### src/rtl/spi_pk_pkg.sv
package spi_pk_pkg;
  localparam int WORD_W = 32;
  localparam int IDX_W  = $clog2(WORD_W);
  localparam int CNT_W  = IDX_W + 1;
  localparam int NB_IDX = 3;  // bit index width inside an 8-bit packet
  localparam int WB_IDX = 4;  // bit index width inside a 16-bit packet

  typedef struct packed {
    logic             cpol;
    logic             cpha;
    logic             lsb;
    logic             wide;
    logic [CNT_W-1:0] nbits;
  } xfer_cfg_t;

  // total serial bits of one word for a packet width and a count code
  function automatic logic [CNT_W-1:0] word_bits(input logic wide, input logic [1:0] cnt);
    logic [CNT_W-1:0] r;
    case (cnt)
      2'd0:    r = wide ? CNT_W'(16) : CNT_W'(8);
      2'd1:    r = wide ? CNT_W'(WORD_W) : CNT_W'(16);
      default: r = CNT_W'(WORD_W);
    endcase
    return r;
  endfunction

  // word bit position of serial bit k
  function automatic logic [IDX_W-1:0] bit_pos(input logic [IDX_W-1:0] k,
                                               input logic wide, input logic lsb);
    logic [IDX_W-1:0] r;
    if (wide)
      r = {k[IDX_W-1:WB_IDX], lsb ? k[WB_IDX-1:0] : ~k[WB_IDX-1:0]};
    else
      r = {k[IDX_W-1:NB_IDX], lsb ? k[NB_IDX-1:0] : ~k[NB_IDX-1:0]};
    return r;
  endfunction
endpackage

### src/rtl/spi_pk_divider.sv
module spi_pk_divider #(
  parameter int DIV_W = 8
) (
  input  logic             clk,
  input  logic             rst_n,
  input  logic             run,
  input  logic [DIV_W-1:0] div,
  output logic             tick
);
  logic [DIV_W-1:0] cnt_q;

  assign tick = run && (cnt_q == '0);

  always_ff @(posedge clk or negedge rst_n) begin
    if (!rst_n)
      cnt_q <= '0;
    else if (!run || tick)
      cnt_q <= div;
    else
      cnt_q <= cnt_q - 1'b1;
  end
endmodule

### src/rtl/spi_pk_regs.sv
module spi_pk_regs #(
  parameter int WORD_W = 32
) (
  input  logic              clk,
  input  logic              rst_n,
  input  logic              ctl_enable,
  input  logic              ctl_cs_level,
  input  logic              tx_valid,
  input  logic [WORD_W-1:0] tx_data,
  input  logic              load,
  input  logic              done,
  input  logic [WORD_W-1:0] done_word,
  input  logic              rx_ready,
  output logic              tx_full,
  output logic [WORD_W-1:0] tx_word,
  output logic              rx_full,
  output logic [WORD_W-1:0] rx_word,
  output logic              en_q,
  output logic              cs_q
);
  always_ff @(posedge clk or negedge rst_n) begin
    if (!rst_n) begin
      tx_full <= 1'b0;
      tx_word <= '0;
      rx_full <= 1'b0;
      rx_word <= '0;
      en_q    <= 1'b0;
      cs_q    <= 1'b1;
    end else begin
      en_q <= ctl_enable;
      cs_q <= ctl_cs_level;
      if (tx_valid && !tx_full) begin
        tx_full <= 1'b1;
        tx_word <= tx_data;
      end else if (load) begin
        tx_full <= 1'b0;
      end
      if (done) begin
        rx_full <= 1'b1;
        rx_word <= done_word;
      end else if (rx_ready && rx_full) begin
        rx_full <= 1'b0;
      end
    end
  end
endmodule

### src/rtl/spi_pk_shifter.sv
module spi_pk_shifter
  import spi_pk_pkg::*;
#(
  parameter int DIV_W = 8
) (
  input  logic              clk,
  input  logic              rst_n,
  input  logic              en,
  input  logic              word_avail,
  input  logic              rx_full,
  input  logic [WORD_W-1:0] tx_word,
  input  logic              cfg_cpol,
  input  logic              cfg_cpha,
  input  logic              cfg_lsb_first,
  input  logic              cfg_wide,
  input  logic [1:0]        cfg_pkt_cnt,
  input  logic [DIV_W-1:0]  cfg_div,
  input  logic              tick,
  input  logic              miso,
  output logic              load,
  output logic              run,
  output logic [DIV_W-1:0]  div_q,
  output logic              sclk,
  output logic              mosi,
  output logic              done,
  output logic [WORD_W-1:0] rx_word,
  output logic              busy
);
  xfer_cfg_t         cfg_q;
  logic              run_q, done_q, half_q, sclk_q, mosi_q;
  logic [IDX_W-1:0]  idx_q;
  logic [WORD_W-1:0] txw_q, rxw_q;
  logic [IDX_W-1:0]  cur_pos, nxt_pos, first_pos;
  logic              last;

  assign busy      = run_q || done_q;
  assign load      = en && word_avail && !rx_full && !busy;
  assign cur_pos   = bit_pos(idx_q, cfg_q.wide, cfg_q.lsb);
  assign nxt_pos   = bit_pos(idx_q + 1'b1, cfg_q.wide, cfg_q.lsb);
  assign first_pos = bit_pos('0, cfg_wide, cfg_lsb_first);
  assign last      = ({1'b0, idx_q} == (cfg_q.nbits - 1'b1));

  always_ff @(posedge clk or negedge rst_n) begin
    if (!rst_n) begin
      cfg_q  <= '0;
      div_q  <= '0;
      run_q  <= 1'b0;
      done_q <= 1'b0;
      half_q <= 1'b0;
      sclk_q <= 1'b0;
      mosi_q <= 1'b0;
      idx_q  <= '0;
      txw_q  <= '0;
      rxw_q  <= '0;
    end else begin
      done_q <= 1'b0;
      if (load) begin
        cfg_q  <= '{cpol: cfg_cpol, cpha: cfg_cpha, lsb: cfg_lsb_first,
                    wide: cfg_wide, nbits: word_bits(cfg_wide, cfg_pkt_cnt)};
        div_q  <= cfg_div;
        txw_q  <= tx_word;
        rxw_q  <= '0;
        idx_q  <= '0;
        half_q <= 1'b0;
        run_q  <= 1'b1;
        sclk_q <= cfg_cpol;
        if (!cfg_cpha) mosi_q <= tx_word[first_pos];
      end else if (run_q && tick) begin
        sclk_q <= ~sclk_q;
        if (!half_q) begin
          // leading edge
          half_q <= 1'b1;
          if (!cfg_q.cpha) rxw_q[cur_pos] <= miso;
          else             mosi_q <= txw_q[cur_pos];
        end else begin
          // trailing edge
          half_q <= 1'b0;
          if (cfg_q.cpha) rxw_q[cur_pos] <= miso;
          if (last) begin
            run_q  <= 1'b0;
            done_q <= 1'b1;
          end else begin
            idx_q <= idx_q + 1'b1;
            if (!cfg_q.cpha) mosi_q <= txw_q[nxt_pos];
          end
        end
      end else if (!run_q) begin
        sclk_q <= cfg_cpol;
      end
    end
  end

  assign run     = run_q;
  assign sclk    = sclk_q;
  assign mosi    = mosi_q;
  assign done    = done_q;
  assign rx_word = rxw_q;
endmodule

### src/rtl/spi_pk_master.sv
module spi_pk_master
  import spi_pk_pkg::*;
#(
  parameter int DIV_W = 8
) (
  input  logic              clk,
  input  logic              rst_n,
  input  logic              ctl_enable,
  input  logic              ctl_cs_level,
  input  logic              cfg_cpol,
  input  logic              cfg_cpha,
  input  logic              cfg_lsb_first,
  input  logic              cfg_wide,
  input  logic [1:0]        cfg_pkt_cnt,
  input  logic [DIV_W-1:0]  cfg_div,
  input  logic              tx_valid,
  output logic              tx_ready,
  input  logic [WORD_W-1:0] tx_data,
  output logic              rx_valid,
  input  logic              rx_ready,
  output logic [WORD_W-1:0] rx_data,
  output logic              sts_enabled,
  output logic              sts_tx_empty,
  output logic              sts_rx_full,
  output logic              spi_sclk,
  output logic              spi_mosi,
  input  logic              spi_miso,
  output logic              spi_cs_n
);
  logic              tx_full, rx_full, load, done, en_q, cs_q, busy, run, tick;
  logic [WORD_W-1:0] tx_word, done_word;
  logic [DIV_W-1:0]  div_q;

  spi_pk_regs #(.WORD_W(WORD_W)) u_regs (
    .clk(clk), .rst_n(rst_n), .ctl_enable(ctl_enable), .ctl_cs_level(ctl_cs_level),
    .tx_valid(tx_valid), .tx_data(tx_data), .load(load), .done(done),
    .done_word(done_word), .rx_ready(rx_ready), .tx_full(tx_full), .tx_word(tx_word),
    .rx_full(rx_full), .rx_word(rx_data), .en_q(en_q), .cs_q(cs_q)
  );

  spi_pk_divider #(.DIV_W(DIV_W)) u_div (
    .clk(clk), .rst_n(rst_n), .run(run), .div(div_q), .tick(tick)
  );

  spi_pk_shifter #(.DIV_W(DIV_W)) u_shift (
    .clk(clk), .rst_n(rst_n), .en(en_q), .word_avail(tx_full), .rx_full(rx_full),
    .tx_word(tx_word), .cfg_cpol(cfg_cpol), .cfg_cpha(cfg_cpha),
    .cfg_lsb_first(cfg_lsb_first), .cfg_wide(cfg_wide), .cfg_pkt_cnt(cfg_pkt_cnt),
    .cfg_div(cfg_div), .tick(tick), .miso(spi_miso), .load(load), .run(run),
    .div_q(div_q), .sclk(spi_sclk), .mosi(spi_mosi), .done(done),
    .rx_word(done_word), .busy(busy)
  );

  assign tx_ready     = !tx_full;
  assign sts_tx_empty = !tx_full;
  assign rx_valid     = rx_full;
  assign sts_rx_full  = rx_full;
  assign sts_enabled  = en_q;
  assign spi_cs_n     = cs_q;
endmodule

### config.mk
export PLATFORM = sky130hd
export DESIGN_NAME = spi_pk_master
export DESIGN_NICKNAME = d
export VERILOG_FILES = /design/src/rtl/spi_pk_pkg.sv /design/src/rtl/spi_pk_divider.sv /design/src/rtl/spi_pk_regs.sv /design/src/rtl/spi_pk_shifter.sv /design/src/rtl/spi_pk_master.sv
export SDC_FILE = /design/constraint.sdc
export NUM_CORES = 1
export LEC_CHECK = 0
export BUFFER_PORTS_ARGS = -buffer_cell sky130_fd_sc_hd__buf_2
export CORE_MARGIN = 3
export CORE_UTILIZATION = 45
export CTS_BUF_LIST = sky130_fd_sc_hd__clkbuf_16
export DETAILED_ROUTE_END_ITERATION = 6
export GPL_TIMING_DRIVEN = 0
export PLACE_DENSITY = 0.72
export SLEW_MARGIN = 25
export SYNTH_ARGS = -nofsm -noshare
export SYNTH_HDL_FRONTEND = slang
export SYNTH_SLANG_ARGS = --single-unit
### constraint.sdc
create_clock -name clk -period 4.7 [get_ports clk]
set_input_delay 0.705 -clock clk [delete_from_list [all_inputs] [get_ports clk]]
set_output_delay 0.705 -clock clk [all_outputs]
set_load 0.05 [all_outputs]
; ---- Yosys cells after proc, flatten, opt, wreduce, memory -nomap -nowiden
; Index checks and enable logic that the tools add are counted.
[totals]
elab_cells = 123
inputBits = 53
reg_bits = 167
output_inout_bits = 40
[op_classes]
magnitude_cmp = 4
n_reduce_logical = 26
muxes = 56
bitwise_logic = 5
n_eq_ne = 9
add_sub_neg = 3
[ops]
columns = cell, n
row1 = 32-bit 2-to-1 mux, 5
row2 = 32-bit bitwise mux, 1
row3 = 1-bit 2-to-1 mux, 29
row4 = 5-bit 2-to-1 mux, 5
row5 = 4-bit 2-to-1 mux, 6
row6 = 1-bit binary-select mux with 5-bit select, 3
row7 = 5-bit by 6-bit less-than comparator with 1-bit output (second input constant), 2
row8 = 3-bit != test (second input constant), 4
row9 = 6-bit case mux with 2 select lines, 1
row10 = 2-bit nonzero test, 5
row11 = 3-bit 2-to-1 mux, 3
row12 = 3-bit AND reduction, 3
row13 = 1-bit logical AND, 8
row14 = 8-bit zero test, 1
row15 = 8-bit 2-to-1 mux, 1
row16 = 4-bit inverter, 2
row17 = 8-bit by 1-bit subtractor with 8-bit output (second input constant), 1
row18 = 5-bit by 6-bit equality test with 1-bit output, 1
row19 = 4-bit by 6-bit less-than comparator with 1-bit output (second input constant), 1
row20 = 6-bit 2-to-1 mux, 1
row21 = 3-bit inverter, 2
row22 = 6-bit by 1-bit subtractor with 6-bit output (second input constant), 1
row23 = 5-bit by 1-bit adder with 5-bit output (second input constant), 1
row24 = 1-bit demux with 5-bit select, 1
row25 = other kinds (10), 15

; ---- Logic depth before layout (Yosys ltp)
; Gate-level depths: netlist (run 1).
[logic_depth]
depth_word = 12
depth_mapped = 10
depth_no_buf = 8

; ---- Modules after synthesis
; From an unflattened synthesis (run 1), not the netlist that was laid out.
[unflattened]
hier_cells = 721
hier_area_um2 = 8127.8
[modules_own_cells]
columns = mod, n_inst, cells_each, seq_area_each_um2, area_per_inst_um2
row1 = spi_pk_shifter, 1, 524, 2202.1, 4947.2
row2 = spi_pk_regs, 1, 145, 1702.9, 2653.8
row3 = spi_pk_divider, 1, 49, 200.2, 508.0
row4 = spi_pk_master, 1, 3, 0.0, 18.8

; ---- Worst setup path before layout (run 1)
; Ideal clock, no wire load.
[synth_path]
path_kind = register to register
startpoint = register u_shift.idx_q[0]
endpoint = register u_shift.mosi_q, in the netlist u_shift.mosi
setup_slack_ns = 2.649
n_path_buf = 1
required_ns = 4.564
period_less_slack_ns = 2.051
stages_incl_launch_ff = 9
setup_time_ns = 0.136
t_arrival_ns = 1.915
path_cell_list = dfrtp_1 > ha_1 > clkbuf_1 > nor2b_1 > a22o_1 > a211oi_1 > a2111o_1 > o311ai_1 > a31oi_1
[synth_between]
elab_chain_len = 11
elab_cells_between_ends = 24
cone_classes = add/sub: 1 / eq/ne: 2 / mux: 16 / bitwise: 4 / reduce/logical: 1
[synth_lines]
columns = element, line_no
row1 = from (decl), spi_pk_shifter.sv:31  ; logic [IDX_W-1:0] idx_q;
row2 = from (signal assigned), spi_pk_shifter.sv:83  ; idx_q <= idx_q + 1'b1;
row3 = 5-bit by 1-bit adder with 5-bit output, spi_pk_shifter.sv:39  ; assign nxt_pos = bit_pos(idx_q + 1'b1, cfg_q.wide, cfg_q.lsb);
row4 = 3-bit inverter or 4-bit inverter (tied branches), "spi_pk_pkg.sv:34, spi_pk_pkg.sv:32"
row5 = 3-bit 2-to-1 mux or 4-bit 2-to-1 mux (tied branches), "spi_pk_pkg.sv:34, spi_pk_pkg.sv:32"
row6 = 4-bit 2-to-1 mux, spi_pk_pkg.sv:31  ; if (wide)
row7 = 1-bit binary-select mux with 5-bit select, spi_pk_shifter.sv:84  ; if (!cfg_q.cpha) mosi_q <= txw_q[nxt_pos];
row8 = 1-bit 2-to-1 mux (implied by the code), spi_pk_shifter.sv:84
row9 = 1-bit 2-to-1 mux, spi_pk_shifter.sv:84
row10 = 1-bit 2-to-1 mux, spi_pk_shifter.sv:79  ; if (last) begin
row11 = 1-bit 2-to-1 mux, spi_pk_shifter.sv:70  ; if (!half_q) begin
row12 = 1-bit 2-to-1 mux, spi_pk_shifter.sv:68  ; end else if (run_q && tick) begin
row13 = 1-bit 2-to-1 mux, spi_pk_shifter.sv:57  ; if (load) begin
row14 = to (signal assigned), spi_pk_shifter.sv:67  ; if (!cfg_cpha) mosi_q <= tx_word[first_pos];
row15 = to (signal assigned), spi_pk_shifter.sv:74  ; else mosi_q <= txw_q[cur_pos];
row16 = to (signal assigned), spi_pk_shifter.sv:84
row17 = to (decl), spi_pk_shifter.sv:30  ; logic run_q, done_q, half_q, sclk_q, mosi_q;
; Several ways; a longest one is shown, not always the timed one. The select of a mux whose other input is x is not followed.
; A chain may end at the register's enable or synchronous reset.

; ---- Final worst setup path (run 1)
; Ends and elaborated chain as after synthesis.

==> results.md, run 1 <==
* Status: finished, final reports clean
* Slowest CP cell: dfrtp_1
* Syn Std Cell Area at 0.00815 mm^2
* Largest net degree at the start of global routing at 93
* Startpoint class of the critical path: flip-flop
* Final hold violation count at 0
* Ys Warns at 0
* Syn Area/Cell at 10.4 um^2
* Clock sink count at 164
* DP Worst Slack at 2140 ps
* Period minus WS final at 2570 ps
* Die X at 141 um
* Initial antenna violation count at 0
* Setup ws final at 2130 ps
* First-pass GRT wire length at 33100 um
* WL/cell at 17.6 um
* Main synth FF type: dfrtp_1
* DR DRC count at 0
* Crit path DAT at 2860 ps
* Slew @ Worst Pin at 741 ps
* Clk pin slew, worst setup/hold paths at 60 ps
* Core area at 0.0175 mm^2
* Vias in the first global route at 6331
* Period utilisation layout at 54.6%
* Leakage power at 4.27 nW
* Max clock buf depth at 2
* Cell family with most CP delay: compound AO/OA/AOI/OAI gates
* Synth area leaders: dfrtp_1 (50%), mux2_2 (8.8%), nand2_1 (7.4%)
* #FFs+latches synth at 164
* Synth top area share at 50.1%
* Die ar. at 0.0198 mm^2
* Syn Nets at 842
* Detailed-route via count at 6365
* Insertion delay to the later sink of the worst-skew pair at 430 ps
* CTS tree: built
* Layout cells sized above 1 at 25.5%
* Critical path buffers and inverters at 1
* Yosys top cell by area: dfrtp_1
* Clock Skew at 6.59 ps
* CTS buffer count at 17
* Final setup viols at 0
* DR iter-0 viols at 548
* RSZ-0062 raised after global routing: no
* Post-synth EDFFs at 0
* Area growth, synth to finish at 17.0%
* Initial Utilization at 46.5%
* Synth Instances at 786
* Placer congestion estimate at 0.900
* Antenna diode count at 0
* PortBufs at 92
* Rows at 48
* Hold/Removal Path Class: primary input to async pin
* Max capacitance violation total at 0
* Max-slew violation count at 0
* Crit-path cells: ha_1 -> clkbuf_1 -> nor2b_1 -> a22oi_1 -> a31o_2 -> o311ai_1 -> a31oi_1
* Post-route ant nets at 0
* Fill cells at 1533
* Top-count cell post-synth: dfrtp_1
* Critical path class: flip-flop to flip-flop
* Final WL at 20000 um
* Crit. End Element: flip-flop
* Async SR Flop Fraction at 100%
* Routed vias/inst at 5.60
* Die Y-Extent at 141 um
* Sequential share of the synthesized area at 50.4%
* Max transition margin at 50.6%
* Detailed placement HPWL at 14300 um
* Highest fanout seen on the critical path at 10
* VDD IR max at 0.359 mV
* Power Density at 581 mW/mm^2
* Critical path required time at 5000 ps
* Root buf cell: clkbuf_16
* Nets at 954
* Hold_buf cts at 0
* Max Fclk at 0.390 GHz
* H-tree levels at 4
* Synth unique cells at 55
* Resized cells post-CTS at 0
* Post-CTS setup buffers at 0
* Pre-antenna DRT Iters at 7
* GR Overflow Total at 0
* Ports at 93
* Worst path max stage delay at 460 ps
* Setup TNS at 0 ps
* GRT Resource Usage Total at 21.0%
* Top post-synthesis cells by count: dfrtp_1 (163), nand2_1 (161), mux2_2 (64)
-- through the flow --
step | hold WS [ps] | instance area (um^2) | std cells | power (mW) | utilization, %
global placement | 448 | 8890 | 1103 | 4.02 | 50.7
finish | 219 | 9530 | 1136 | 5.54 | 54.4
floorplan | 409 | 8150 | 786 | 3.55 | -
CTS | 243 | 9530 | 1136 | 5.55 | 54.4
global route | 261 | 9530 | 1136 | 5.89 | 54.4
detailed placement | 451 | 8930 | 1104 | 4.10 | 50.9
-- cells in the final DEF, fill, tap and decap left out, types with 8 or more instances in the layout --
master / n
mux2i_1: 26
clkbuf_16: 17
nand2_1: 161
buf_1: 9
a21oi_1: 38
nand3_1: 8
nor2_1: 28
and4b_1: 8
mux2_2: 64
clkbuf_1: 27
mux4_2: 13
buf_2: 99
nand2b_1: 11
o21ai_1: 25
xnor2_1: 13
nor4bb_1: 9
o21ai_0: 53
dfrtp_1: 163
nor2b_1: 8
a31oi_1: 10
inv_1: 12
-- cell families after synthesis --
kind of cell | synth area share, %
and+or+nand+nor | 16.3
buffers and inverters | 3.85
AOI/OAI and AO/OA | 11.2
xor gates and xnor gates | 2.15
muxes | 15.6
DFF | 50.4
adders and majority gates | 0.461
-- routing by layer --
| metal | routed length (um) | vias up | global-route usage, % |
|---|---|---|---|
| met5 | 0 | - | 0 |
| met2 | 9620 | 190 | 33.4 |
| met1 | 9050 | 3145 | 29.4 |
| li1 | - | 3003 | - |
| met4 | 351 | 0 | 6.43 |
| met3 | 1030 | 27 | 4.06 |
-- registers in the layout (all words and copies together) (netlist names) --
signal	cells
u_regs.rx_word	32
u_regs.tx_word	32
u_shift.rx_word	32
u_shift.txw_q	32
u_div.cnt_q	8
u_shift.div_q	8
u_shift.cfg_q	6
u_shift.idx_q	5
u_regs.cs_q	1
u_regs.en_q	1
u_regs.rx_full	1
u_regs.tx_full	1
u_shift.done	1
u_shift.half_q	1
u_shift.mosi	1
u_shift.run	1
u_shift.sclk	1
-- where the power goes --
group | switching (mW) | internal (mW)
clock network | 0.592 | 0.841
registers | 0.416 | 1.93
logic | 0.959 | 0.795
total | 1.97 | 3.57
-- layout make-up --
class / instances / area (um^2) / area share, %
Sequential cell: 164 / 4110 / 43.1
Multi-Input combinational cell: 557 / 3730 / 39.1
Timing Repair Buffer: 93 / 498 / 5.22
Clock buffer: 17 / 425 / 4.46
Tap cell: 225 / 282 / 2.95
Buffer: 54 / 273 / 2.86
Clock inverter: 15 / 181 / 1.90
Inverter: 11 / 41.3 / 0.433
-- path summary, 6_finish.rpt --
kind	startpoint	end	slack [ps]	depth (start not counted)
setup / recovery	u_shift.idx_q[0]$_DFFE_PN0P_	u_shift.mosi$_DFFE_PN0P_	2130	7
hold / removal	rst_n	u_regs.en_q$_DFF_PN0_	220	1
setup reg to reg	u_shift.idx_q[0]$_DFFE_PN0P_	u_shift.mosi$_DFFE_PN0P_	2130	7
hold reg to reg	u_regs.tx_word[5]$_DFFE_PN0P_	u_shift.txw_q[5]$_DFFE_PN0N_	460	2
max in group asynchronous	rst_n	u_regs.cs_q$_DFF_PN1_	3650	2
min in group clk	ctl_cs_level	u_regs.cs_q$_DFF_PN1_	360	1
Power figures use the tool's default switching activity.
==> run 2: changes to the inputs <==
- ABC_AREA: not set -> 1
- clock period: 4.7 -> 2.6 ns (I/O delays scaled with it)
==> run 2 against run 1 <==
Die area fell by 4.5%; worst hold slack got worse by 160 ps; clock skew barely moved; critical path depth rose by 3; clock power rose by 89%; combinational power rose to 2.6 times the previous value; cell count rose by 15%; largest power group is now combinational logic; highest routed layer unchanged.
==> results.md, run 2 <==
* Status: finished, final reports clean
* Detailed-route via count at 6590 (+3.5%)
* Largest family of logic cells by synthesized area: simple AND/OR/NAND/NOR gates
* Post-synthesis adder-cell area fraction at 0.483% (+0.023 points)
* Detailed placement HPWL at 12900 um (-10%)
* Max Fclk at 0.420 GHz (+7.8%)
* Die Y-Extent at 137 um (-2.3%)
* Die X at 137 um (-2.3%)
* Resized cells post-CTS at 0 (unchanged)
* Die ar. at 0.0189 mm^2 (-4.5%)
* Period utilisation layout at 91.5% (+37 points)
* H-tree levels at 4 (unchanged)
* GRT Resource Usage Total at 20.3% (-0.76 points)
* Leakage power at 4.78 nW (+12%)
* Placer congestion estimate at 0.888 (-1.4%)
* GR Overflow Total at 0 (unchanged)
* Flop pwr share at 36.3% (-6.1 points)
* Crit-path cells: ha_1 -> xnor2_1 -> o21ai_0 -> nor2_1 -> nor2_1 -> nor2_1 -> nor2_1 -> nor2_1 -> nor2_1 -> nor2_1
* Initial Utilization at 46.3% (-0.14 points)
* Rows at 47 (-2.1%)
* Max transition margin at 44.2% (-6.4 points)
* RSZ-0062 raised after global routing: no
* Max-slew violation count at 0 (unchanged)
* Post-synthesis compound-gate area fraction at 11.2% (+0.022 points)
* Largest net degree at the start of global routing at 89 (-4.3%)
* Setup TNS at 0 ps (unchanged)
* Final setup viols at 0 (unchanged)
* Final hold violation count at 0 (unchanged)
* Syn Area/Cell at 8.04 um^2 (-22%)
* Clk pwr share at 24.0% (-1.9 points)
* Area growth, synth to finish at 18.3%
* Post-Synth XOR/XNOR Area at 1.35% (-0.80 points)
* Initial antenna violation count at 0 (unchanged)
* Crit path DAT at 2740 ps (-120 ps)
* Core area at 0.0168 mm^2 (-4.4%)
* Synth area leaders: dfrtp_1 (53%), nand2_1 (17%), o21ai_0 (4.9%)
* WL/cell at 13.9 um (-21%)
* Ys Warns at 0 (unchanged)
* Most common library cell in the layout ignoring fill and taps: nand2_1
* First-pass GRT wire length at 30400 um (-8.0%)
* Sequential share of the synthesized area at 52.9% (+2.5 points)
* Critical path class: flip-flop to flip-flop
* Clk pin slew, worst setup/hold paths at 60 ps (about the same)
* Synth Instances at 966 (+23%)
* Met1 GRT Util at 26.1% (-3.3 points)
* Slew @ Worst Pin at 830 ps (+89.9 ps)
* Multi-input gate area at 0.00311 mm^2 (-17%)
* Top-count cell post-synth: nand2_1
* Main synth FF type: dfrtp_1
* Antenna diode count at 0 (unchanged)
* Combinational Power Share at 39.7% (+8.0 points)
* Max clock buf depth at 2 (unchanged)
* Yosys top cell by area: dfrtp_1
* Slowest CP cell: xnor2_1
* Layout cells sized above 1 at 15.9% (-9.6 points)
* Crit. End Element: flip-flop
* Syn Std Cell Area at 0.00776 mm^2 (-4.7%)
* Fill cells at 1571 (+2.5%)
* Root buf cell: clkbuf_16
* Top cell by count, worst path: nor2_1
* Clock Skew at 7.04 ps (+0.448 ps)
* Net Sw Frac at 40.8% (+5.3 points)
* Mux share of post-synthesis cell area at 1.74% (-14 points)
* Seq. cell area at 0.00411 mm^2 (unchanged)
* Final WL at 18200 um (-9.4%)
* Most frequent cells in the layout: nand2_1 (359), dfrtp_1 (163), buf_2 (104)
* Async SR Flop Fraction at 100% (unchanged)
* Worst path max stage delay at 690 ps (+230 ps)
* Met3 Use GR at 4.60% (+0.54 points)
* Internal power at 6.68 mW (+87%)
* Pwr Total at 11.3 mW (+100%)
* Pre-antenna DRT Iters at 5 (-2)
* Routed vias/inst at 5.03 (-10%)
* Critical path required time at 2960 ps (-2040 ps)
* Net Switching at 4.60 mW (+130%)
* Layer with the highest usage: met2
* Top post-synthesis cells by count: nand2_1 (359), dfrtp_1 (163), inv_1 (80)
* Post-route ant nets at 0 (unchanged)
* Power Density at 1230 mW/mm^2 (+110%)
* Clock sink count at 164 (unchanged)
* Synth top area share at 52.5% (+2.5 points)
* Syn Nets at 1022 (+21%)
* Simple logic cell fraction of the synthesized area at 25.3% (+8.9 points)
* Max capacitance violation total at 0 (unchanged)
* PortBufs at 92 (unchanged)
* Post-CTS setup buffers at 0 (unchanged)
* Synth unique cells at 32 (-42%)
* DR iter-0 viols at 569 (+3.8%)
* CTS buffer count at 17 (unchanged)
* Ports at 93 (unchanged)
* Post-synth EDFFs at 0 (unchanged)
* Insertion delay to the later sink of the worst-skew pair at 430 ps (about the same)
* Vias in the first global route at 6364 (+0.52%)
* Met2 Track Usage GR at 34.2% (+0.75 points)
* Hold/Removal Path Class: primary input to flip-flop
* Highest fanout seen on the critical path at 9 (-1)
* Reg2reg setup slack at 220 ps (-1910 ps)
* DR DRC count at 0 (unchanged)
* #FFs+latches synth at 164 (unchanged)
* Final Util at 54.8% (+0.44 points)
* VDD IR max at 0.665 mV (+85%)
* Period minus WS final at 2380 ps (-186 ps)
* CTS tree: built
* Nets at 1135 (+19%)
* Startpoint class of the critical path: flip-flop
## run 2: changes by cell type after synthesis, sizes merged, moves of 11 or more
cell    change
inv        +73
mux2       -52
mux2i      -26
mux4       -13
nand2     +204
nand2b     -11
nand3      +38
nor2       +41
o31ai      +33
## run 2: worst paths after layout
path / end / from / cells past startpoint
worst max-delay path: u_shift.mosi$_DFFE_PN0P_ / u_shift.idx_q[0]$_DFFE_PN0P_ / 10
worst min-delay path: u_regs.cs_q$_DFF_PN1_ / ctl_cs_level / 1
worst max register to register: u_shift.mosi$_DFFE_PN0P_ / u_shift.idx_q[0]$_DFFE_PN0P_ / 10
worst min register to register: u_div.cnt_q[0]$_DFF_PN0_ / u_div.cnt_q[0]$_DFF_PN0_ / 1
max in group asynchronous: u_shift.txw_q[6]$_DFFE_PN0N_ / rst_n / 3
min in group asynchronous: u_regs.rx_word[21]$_DFFE_PN0P_ / rst_n / 2
## run 2: cells by family after synthesis
family,count (synthesis)
AND/OR/NAND/NOR,489
adder cells (fa/ha/maj),3
buffers and inverters,132
multiplexers,12
flip-flops,164
XOR/XNOR,12
AO/OA/AOI/OAI,154
## run 2: layer usage
layer	routed length [um]	up-vias	part of all wire [%]
met3	760	21	4.2
li1	-	3320	-
met2	8890	147	49
met5	0	-	0
met4	293	0	1.6
met1	8230	3102	45
## run 2: repair_timing
item / in CTS / in global routing
endpoints found under the setup margin: 0 / 0
endpoints found under the hold margin: 75 / 0
hold buffers: 1 / 0
## run 2: final cells by class
class                           count  area share, %
Inverter                           84           3.43
Multi-Input combinational cell    670           33.9
Buffer                             48           2.55
Tap cell                          220           3.00
Clock inverter                     14           2.32
Timing Repair Buffer               94           5.53
Clock buffer                       17           4.63
Sequential cell                   164           44.7
## run 2: worst max-delay path, delay by kind of cell (launching register included)
kind / cells / cell delay (ps)
xor gates and xnor gates: 1 / 690
and+or+nand+nor: 7 / 620
DFF: 1 / 430
adders and majority gates: 1 / 370
AOI/OAI and AO/OA: 1 / 190
## run 2: power groups by stage
stage | logic, mW | registers [mW] | clock network, mW
finish | 4.48 | 4.09 | 2.70
floorplan | 3.25 | 3.99 | 0
detailed placement | 4.42 | 4.12 | 0
CTS | 4.46 | 4.09 | 2.75
global route | 5.11 | 4.20 | 2.86
global placement | 4.31 | 4.10 | 0
## run 2: stage by stage
stage / hold WS [ps] / setup slack, ps / cell area, um^2 / cells
floorplan: 94.4 / 690 / 7760 / 966
global placement: 433 / -1340 / 8500 / 1278
detailed placement: 410 / 293 / 8540 / 1279
CTS: 36.3 / 263 / 9190 / 1311
global route: 49.0 / 55.3 / 9190 / 1311
finish: 57.5 / 220 / 9190 / 1311
==> run 3: changes to the inputs <==
- MAX_ROUTING_LAYER: not set -> met4
==> run 3 against run 2 <==
Global-route usage up 0.57 points; worst setup slack improved by 15 ps; critical path depth unchanged; clock skew increased by 1.0 ps; non-clock buffer count stayed put; sequential cell count unchanged; die area unchanged; design area is the same; wire length up 0.12%; first-iteration DRC count decreased by 7.0%; critical path type unchanged.
==> results.md, run 3 (same netlist as run 2, synthesis figures left out) <==
* Root buf cell: clkbuf_16
* Seq. cell area at 0.00411 mm^2 (unchanged)
* Critical path required time at 2960 ps (about the same)
* WL/cell at 13.9 um (+0.12%)
* Detailed placement HPWL at 12900 um (unchanged)
* GR Overflow Total at 0 (unchanged)
* Final Cell Area at 0.00919 mm^2 (unchanged)
* Startpoint class of the critical path: flip-flop
* Rows at 47 (unchanged)
* Ports at 93 (unchanged)
* Die Y-Extent at 137 um (unchanged)
* Area growth, synth to finish at 18.3% (unchanged)
* Resized cells post-CTS at 0 (unchanged)
* Placer congestion estimate at 0.903 (+1.7%)
* Most frequent cells in the layout: nand2_1 (359), dfrtp_1 (163), buf_2 (104)
* Worst hold slack at 59.2 ps (+1.74 ps)
* Clock sink count at 164 (unchanged)
* Layer with the highest usage: met2
* DR iter-0 viols at 529 (-7.0%)
* Final setup viols at 0 (unchanged)
* Clk pin slew, worst setup/hold paths at 60 ps (about the same)
* DP Worst Slack at 293 ps (unchanged)
* Layout cells sized above 1 at 15.9% (unchanged)
* Max-slew violation count at 0 (unchanged)
* Non-filler cells, final at 1311 (unchanged)
* Setup ws final at 235 ps (+14.8 ps)
* Hold_buf cts at 1 (unchanged)
* CTS tree: built
* CTS buffer count at 17 (unchanged)
* Max Fclk at 0.423 GHz (+0.63%)
* VDD IR max at 0.669 mV (+0.62%)
* Placed cells at 1279 (unchanged)
* Crit path DAT at 2720 ps (-20 ps)
* Routed vias/inst at 5.05 (+0.55%)
* Critical path class: flip-flop to flip-flop
* Largest net degree at the start of global routing at 89 (unchanged)
* Status: finished, final reports clean
* Highest fanout seen on the critical path at 9 (unchanged)
* Antenna diode count at 0 (unchanged)
* Met2 Track Usage GR at 34.2% (unchanged)
* Period utilisation layout at 91.0% (-0.57 points)
* GRT Resource Usage Total at 20.8% (+0.57 points)
* Multi-input gate area at 0.00311 mm^2 (unchanged)
* Max capacitance violation total at 0 (unchanged)
* Crit. End Element: flip-flop
* First-pass GRT wire length at 30400 um (about the same)
* DR DRC count at 0 (unchanged)
* Hold/Removal Path Class: primary input to flip-flop
* Post-route ant nets at 0 (unchanged)
* Core area at 0.0168 mm^2 (unchanged)
* RSZ-0062 raised after global routing: no
* Die ar. at 0.0189 mm^2 (unchanged)
* Setup TNS at 0 ps (unchanged)
* Detailed-route via count at 6626 (+0.55%)
* Clock Skew at 8.07 ps (+1.03 ps)
* PortBufs at 92 (unchanged)
* Initial Utilization at 46.3% (unchanged)
* Insertion delay to the later sink of the worst-skew pair at 430 ps (about the same)
* Fill cells at 1571 (unchanged)
* Most common library cell in the layout ignoring fill and taps: nand2_1
* Vias in the first global route at 6355 (-0.14%)
* Slew @ Worst Pin at 824 ps (-6.49 ps)
* Final WL at 18200 um (+0.12%)
* DP Area at 0.00854 mm^2 (unchanged)
* Final hold violation count at 0 (unchanged)
* Leakage power at 4.78 nW (unchanged)
* Pwr Total at 11.3 mW (about the same)
* Max clock buf depth at 2 (unchanged)
* Power Density at 1230 mW/mm^2 (about the same)
* Met1 GRT Util at 26.1% (-0.047 points)
* Max transition margin at 44.7% (+0.44 points)
* Post-CTS setup buffers at 0 (unchanged)
* H-tree levels at 4 (unchanged)
* Final Util at 54.8% (unchanged)
* Met3 Use GR at 4.60% (unchanged)
* Pre-antenna DRT Iters at 5 (unchanged)
* Nets at 1135 (unchanged)
* Period minus WS final at 2360 ps (-14.8 ps)
* Initial antenna violation count at 0 (unchanged)
* Die X at 137 um (unchanged)
==> run 3: critical path, stage by stage (launching register included) <==
cell and delay, ps:
dfrtp_1 430, ha_1 370, xnor2_1 690, o21ai_0 190, nor2_1 140, nor2_1 60
nor2_1 100, nor2_1 70, nor2_1 130, nor2_1 50, nor2_1 70
==> run 3: final cells by class <==
type | instances | share of cell area, %
plain buffers | 48 | 2.55
clock buffers | 17 | 4.63
clock inverters | 14 | 2.32
inverters | 84 | 3.43
multi-input cells | 670 | 33.9
flip-flops and latches | 164 | 44.7
well taps | 220 | 3.00
repair buffers | 94 | 5.53
==> run 3: power breakdown <==
part / internal (mW) / total (mW) / leakage (nW) / switching, mW
clock: 1.69 / 2.71 / 0.306 / 1.01
sequential: 3.50 / 4.09 / 1.95 / 0.593
combinational: 1.48 / 4.48 / 2.53 / 3.00
total: 6.68 / 11.3 / 4.78 / 4.61
==> run 3: worst paths after layout <==
check                      slack [ps]                    startpoint  cells after the start                              to
max                               240  u_shift.idx_q[0]$_DFFE_PN0P_                     10        u_shift.mosi$_DFFE_PN0P_
min                                60                  ctl_cs_level                      1           u_regs.cs_q$_DFF_PN1_
max reg2reg                       240  u_shift.idx_q[0]$_DFFE_PN0P_                     10        u_shift.mosi$_DFFE_PN0P_
min reg2reg                       440      u_div.cnt_q[0]$_DFF_PN0_                      1        u_div.cnt_q[0]$_DFF_PN0_
max in group asynchronous        1240                         rst_n                      3    u_shift.txw_q[6]$_DFFE_PN0N_
min in group asynchronous         540                         rst_n                      2  u_regs.rx_word[21]$_DFFE_PN0P_
==> run 3: routing by layer <==
layer / vias up / share of wire, % / wire length [um]
li1: 3315 / - / -
met1: 3111 / 45 / 8150
met2: 175 / 49 / 8920
met3: 25 / 4.5 / 820
met4: 0 / 1.7 / 303
met5: - / 0 / 0
